### src/rtl/conv_seq_pkg.sv
package conv_seq_pkg;
    localparam int TMSB_ADDR = 0;
    localparam int TLSB_ADDR = 1;
    localparam int CFG_ADDR  = 2;

    typedef struct packed {
        logic       spare;
        logic [1:0] res;
        logic [1:0] fault;
        logic       amode;
        logic       shdn;
    } cfg_t;

    localparam int CFG_W = $bits(cfg_t);

    typedef enum logic [1:0] {
        SEQ_IDLE  = 2'd0,
        SEQ_START = 2'd1,
        SEQ_BUSY  = 2'd2
    } seq_state_e;
endpackage

### src/rtl/cs_cfg_reg.sv
module cs_cfg_reg
    import conv_seq_pkg::*;
#(
    parameter int ADDR_W = 2
) (
    input  logic              clk,
    input  logic              rst_n,
    input  logic              gcall_rst,
    input  logic              host_we,
    input  logic [ADDR_W-1:0] host_addr,
    input  logic [7:0]        host_wdata,
    output cfg_t              cfg,
    output logic              os_req,
    output logic              alert_clr
);
    typedef struct packed {
        cfg_t cfg;
        logic aclr;
    } cfg_state_t;

    cfg_state_t r_d, r_q;
    logic       cfg_wr;

    assign cfg_wr = host_we && (host_addr == ADDR_W'(CFG_ADDR));

    always_comb begin
        r_d      = r_q;
        r_d.aclr = 1'b0;
        if (gcall_rst) begin
            r_d.cfg  = '0;
            r_d.aclr = 1'b1;
        end else if (cfg_wr) begin
            r_d.cfg  = cfg_t'(host_wdata[CFG_W-1:0]);
            r_d.aclr = host_wdata[0] && !r_q.cfg.shdn;
        end
    end

    always_ff @(posedge clk or negedge rst_n) begin
        if (!rst_n) r_q <= '0;
        else        r_q <= r_d;
    end

    assign cfg       = r_q.cfg;
    assign alert_clr = r_q.aclr;
    assign os_req    = cfg_wr && host_wdata[7] && host_wdata[0] && !gcall_rst;


    shdn_clr_chk: assert property (@(posedge clk) disable iff (!rst_n)
        $rose(r_q.cfg.shdn) |-> alert_clr);


    gcall_cfg_chk: assert property (@(posedge clk) disable iff (!rst_n)
        $past(gcall_rst) |-> (cfg == '0 && alert_clr));
endmodule

### src/rtl/cs_seq_fsm.sv
module cs_seq_fsm
    import conv_seq_pkg::*;
(
    input  logic clk,
    input  logic rst_n,
    input  logic gcall_rst,
    input  logic shdn,
    input  logic os_req,
    input  logic conv_done,
    output logic conv_start,
    output logic accept
);
    typedef struct packed {
        seq_state_e st;
    } seq_t;

    seq_t s_d, s_q;

    always_comb begin
        s_d    = s_q;
        accept = 1'b0;
        if (gcall_rst) begin
            s_d.st = SEQ_IDLE;
        end else begin
            case (s_q.st)
                SEQ_IDLE:  if (!shdn || os_req) s_d.st = SEQ_START;
                SEQ_START: s_d.st = SEQ_BUSY;
                SEQ_BUSY: begin
                    if (conv_done) begin
                        accept = 1'b1;
                        s_d.st = shdn ? SEQ_IDLE : SEQ_START;
                    end
                end
                default:   s_d.st = SEQ_IDLE;
            endcase
        end
    end

    always_ff @(posedge clk or negedge rst_n) begin
        if (!rst_n) s_q <= '{st: SEQ_IDLE};
        else        s_q <= s_d;
    end

    assign conv_start = (s_q.st == SEQ_START);


    start_pulse_chk: assert property (@(posedge clk) disable iff (!rst_n)
        conv_start |=> !conv_start);


    restart_chk: assert property (@(posedge clk) disable iff (!rst_n)
        (s_q.st == SEQ_BUSY && conv_done && !shdn && !gcall_rst) |=> conv_start);


    oneshot_go_chk: assert property (@(posedge clk) disable iff (!rst_n)
        (s_q.st == SEQ_IDLE && os_req) |=> conv_start);


    shdn_hold_chk: assert property (@(posedge clk) disable iff (!rst_n)
        (s_q.st == SEQ_IDLE && shdn && !os_req) |=> !conv_start);
endmodule

### src/rtl/cs_result_reg.sv
module cs_result_reg #(
    parameter int TEMP_W = 12
) (
    input  logic              clk,
    input  logic              rst_n,
    input  logic              gcall_rst,
    input  logic              accept,
    input  logic [TEMP_W-1:0] conv_data,
    output logic [TEMP_W-1:0] temp,
    output logic              new_sample
);
    typedef struct packed {
        logic [TEMP_W-1:0] temp;
        logic              fresh;
    } res_t;

    res_t r_d, r_q;

    always_comb begin
        r_d       = r_q;
        r_d.fresh = 1'b0;
        if (gcall_rst) begin
            r_d = '0;
        end else if (accept) begin
            r_d.temp  = conv_data;
            r_d.fresh = 1'b1;
        end
    end

    always_ff @(posedge clk or negedge rst_n) begin
        if (!rst_n) r_q <= '0;
        else        r_q <= r_d;
    end

    assign temp       = r_q.temp;
    assign new_sample = r_q.fresh;


    sample_single_chk: assert property (@(posedge clk) disable iff (!rst_n)
        new_sample |=> !new_sample);


    temp_hold_chk: assert property (@(posedge clk) disable iff (!rst_n)
        (!new_sample && !$past(gcall_rst)) |-> $stable(temp));
endmodule

### src/rtl/conv_seq_ctrl.sv
module conv_seq_ctrl
    import conv_seq_pkg::*;
#(
    parameter int ADDR_W = 2,
    parameter int TEMP_W = 12
) (
    input  logic              clk,
    input  logic              rst_n,
    input  logic              gcall_rst,
    input  logic              host_we,
    input  logic [ADDR_W-1:0] host_addr,
    input  logic [7:0]        host_wdata,
    output logic [7:0]        host_rdata,
    output logic              conv_start,
    input  logic              conv_done,
    input  logic [TEMP_W-1:0] conv_data,
    output logic [1:0]        conv_res,
    output logic [TEMP_W-1:0] temp_out,
    output logic              new_sample,
    output logic              alert_mode,
    output logic [1:0]        fault_sel,
    output logic              alert_clr
);
    localparam int LO_W  = TEMP_W - 8;
    localparam int PAD_W = 8 - LO_W;

    cfg_t cfg;
    logic os_req;
    logic accept;

    cs_cfg_reg #(.ADDR_W(ADDR_W)) cfg_i (
        .clk        (clk),
        .rst_n      (rst_n),
        .gcall_rst  (gcall_rst),
        .host_we    (host_we),
        .host_addr  (host_addr),
        .host_wdata (host_wdata),
        .cfg        (cfg),
        .os_req     (os_req),
        .alert_clr  (alert_clr)
    );

    cs_seq_fsm seq_i (
        .clk        (clk),
        .rst_n      (rst_n),
        .gcall_rst  (gcall_rst),
        .shdn       (cfg.shdn),
        .os_req     (os_req),
        .conv_done  (conv_done),
        .conv_start (conv_start),
        .accept     (accept)
    );

    cs_result_reg #(.TEMP_W(TEMP_W)) res_i (
        .clk        (clk),
        .rst_n      (rst_n),
        .gcall_rst  (gcall_rst),
        .accept     (accept),
        .conv_data  (conv_data),
        .temp       (temp_out),
        .new_sample (new_sample)
    );

    always_comb begin
        host_rdata = '0;
        if (host_addr == ADDR_W'(TMSB_ADDR))
            host_rdata = temp_out[TEMP_W-1 -: 8];
        else if (host_addr == ADDR_W'(TLSB_ADDR))
            host_rdata = {temp_out[LO_W-1:0], {PAD_W{1'b0}}};
        else if (host_addr == ADDR_W'(CFG_ADDR))
            host_rdata = {1'b0, cfg};
    end

    assign conv_res   = cfg.res;
    assign fault_sel  = cfg.fault;
    assign alert_mode = cfg.amode;


    os_reads_zero_chk: assert property (@(posedge clk) disable iff (!rst_n)
        (host_addr == ADDR_W'(CFG_ADDR)) |-> !host_rdata[7]);
endmodule

### config.mk
export PLATFORM = sky130hd
export DESIGN_NAME = conv_seq_ctrl
export DESIGN_NICKNAME = d
export VERILOG_FILES = /design/src/rtl/conv_seq_pkg.sv /design/src/rtl/cs_cfg_reg.sv /design/src/rtl/cs_seq_fsm.sv /design/src/rtl/cs_result_reg.sv /design/src/rtl/conv_seq_ctrl.sv
export SDC_FILE = /design/constraint.sdc
export NUM_CORES = 1
export LEC_CHECK = 0
export BUFFER_PORTS_ARGS = -buffer_cell sky130_fd_sc_hd__buf_2
export CORE_MARGIN = 5
export CORE_UTILIZATION = 34
export CTS_CLUSTER_DIAMETER = 80
export CTS_CLUSTER_SIZE = 28
export DETAILED_ROUTE_END_ITERATION = 10
export SYNTH_ARGS = -nofsm -noshare
export SYNTH_HDL_FRONTEND = slang
export SYNTH_SLANG_ARGS = --single-unit
### constraint.sdc
create_clock -name clk -period 2.05 [get_ports clk]
set_input_delay 0.1025 -clock clk [delete_from_list [all_inputs] [get_ports clk]]
set_output_delay 0.1025 -clock clk [all_outputs]
set_load 0.005 [all_outputs]
==> results.ini <==
[outcome]
status=finished, final reports clean

[clocking]
cts_buffers=3
clkTransAtPathRegs_ps=120
cts_tree=yes
h-tree-depth=1
cts.sinks=23
clock_latency_ps=320
post_cts_buffers=0
cts_root_buffer=clkbuf_4
clock_path_buffers=2

[hold_path]
hold_path.class=in2reg
whs_path_depth=3

[timing]
slew_violations=0
maxSlewHeadroom_pct=52.3
rsz0062_at_grt=false
fmax_mhz=678
fin_setup_tns_ps=0
setup_viol=0
worstMarginPinSlew_ps=713
hold_viol_final=0
fin_crit_ps=1480
skew_ps=10.3
min_period_over_period_pct=72.0
holdWs_ps=11.8

[global_routing]
gr-usage-all-layers_pct=14.3
gr-total-overflow=0
antenna_found_initial=0
grt_max_degree=24
grt_pass1_vias=1062
grt_first_pass_wirelength_um=4810

[final_layout]
nNetsFinal=188
final_util_pct=48.8
n_antenna_cell=0
drive_above_1_share_pct=46.3
area_delta_synth_final_pct=37.0

[synthesis]
syn_inst=100
syn-num-nets=127
syn_area_per_cell_um2=11.0
synth_area_um2=1100
synthDistinctLibCells=23
ys_seq_elements=23
yosysWarnings=0
yosysSeqAreaShare_pct=52.5

[floorplan]
die-area_um2=4460
core_area_um2=3080
fp-row-count=20
die_y_um=66.8
start_util_pct=35.6
pin_count=55
die_w_um=66.8

[pwr]
ir_drop_mv=0.341
power_frac_seq_pct=58.2
power_density_nw_per_um2=555
switching_share_pct=26.7
p_leak_nw=0.803
cell_internal_pwr_mw=0.611
pwr-share-clk_pct=25.9
pwr-share-comb_pct=15.8
power_switching_mw=0.222

[drt]
routed_wirelength_um=3030
drc_errors=0
drtIter0Drc=25
vias_per_cell=4.83
post_drt_wl_per_cell_um=14.9
num_vias=986
drt_pre_antenna_iters=4
final_antenna_net_count=0

[setup_path]
arrival_ps=1730
cp.required_ps=2310
end_kind=flop
crit_chain=nor4b_4 > a22o_2
r2r_cells=2
path_max_fanout=13
worst_setup_path_start_kind=flop
slowest_stage=nor4b_4
slowest_delay_ps=700
critPathKind=reg2reg

[flow_run]
maxCapViolCount=0

[place]
hpwl_um=2150
io_buffers=54
place.gp.congestion=0.748

[sequential cells by signal, indices dropped and copies added, names as in the netlist]
signal / cells
seq_i.s_q: 2
res_i.temp: 12
cfg_i.cfg: 7
cfg_i.alert_clr: 1
res_i.new_sample: 1
[final cells by class]
type                    count  area (µm²)
fillers                   309        1580
flip-flops and latches     23         576
multi-input cells          65         445
repair buffers             66         390
well taps                  44        55.1
clock buffers               3        22.5
inverters                   2        7.51
clock inverters             1        5.00
[timing repair]
item	in CTS	in global routing
endpoints found under the hold margin	29	5
hold buffers	7	5
gates resized for setup	0	0
[path summary, 6_finish.rpt]
path	end	slack (ps)	startpoint
setup / recovery	res_i.temp[4]	570	seq_i.s_q[0]
hold / removal	cfg_i.cfg[4]	10	host_wdata[4]
setup reg to reg	res_i.temp[4]	570	seq_i.s_q[0]
hold reg to reg	cfg_i.cfg[6]	540	cfg_i.cfg[6]
max in group asynchronous	seq_i.s_q[0]	1430	rst_n
min in group asynchronous	res_i.temp[11]	270	rst_n
[metal layers]
| layer | up-vias | global-route usage [%] | share of wire, % |
|---|---|---|---|
| met5 | - | 0 | 0 |
| li1 | 467 | - | - |
| met2 | 45 | 24.3 | 46 |
| met3 | 4 | 5.56 | 10 |
| met1 | 470 | 16.8 | 43 |
| met4 | 0 | 3.55 | 0.89 |
[cell usage after synthesis, drive strengths merged]
cell type	n	area share, %
nand4b	1	0.80
nor4b	1	2.2
a21o	1	0.80
nor2	7	2.4
nor2b	2	1.1
a21oi	7	3.2
a22o	12	11
nand3b	1	0.69
inv	2	0.68
o21bai	1	0.69
and3b	1	0.80
buf	9	5.8
clkbuf	1	0.34
a31oi	1	1.1
o21ai	3	1.4
a211oi	1	0.69
dfrtp	23	53
nand2	17	5.8
mux2i	8	7.3
nor3b	1	0.69
[stage by stage]
stage	total power [mW]	instances	worst slack, ps	area [µm²]
3_3_place_gp	0.607	188	621	1350
3_5_place_dp	0.610	188	553	1350
5_1_grt	0.874	204	442	1500
2_1_floorplan	0.550	100	923	1100
6_report	0.833	204	575	1500
4_1_cts	0.835	199	528	1450
[power groups by stage]
stage | sequential (mW) | clock [mW] | combinational (mW)
6_report | 0.485 | 0.216 | 0.132
5_1_grt | 0.488 | 0.238 | 0.148
4_1_cts | 0.485 | 0.223 | 0.127
3_5_place_dp | 0.494 | 0 | 0.117
3_3_place_gp | 0.492 | 0 | 0.115
2_1_floorplan | 0.491 | 0 | 0.0590
[kinds of logic (layout without fill, tap and decap cells)]
group           count (synthesis)  count (layout)  share of synthesized area (%)
compound gates                 26              26                           18.8
buf+inv                        12              72                           6.85
flops                          23              23                           52.5
mux                             8               8                           7.31
simple gates                   31              31                           14.5
[cells in the final DEF, fill, tap and decap left out, types with 3 or more instances in the layout]
master         netlist  final
buf_2                3     54
dfrtp_1             23     23
nand2_1             17     17
a22o_2              12     12
dlygate4sd3_1        0     12
mux2i_1              8      8
nor2_1               7      7
a21oi_1              7      7
o21ai_0              3      3
clkbuf_4             0      3
[critical path, delay by kind of cell, from the launching register on]
kind               cells  cell delay [ps]
DFF                    1              460
and+or+nand+nor        1              700
AOI/OAI and AO/OA      1              270
No activity file was read; power rests on OpenSTA's default activity.
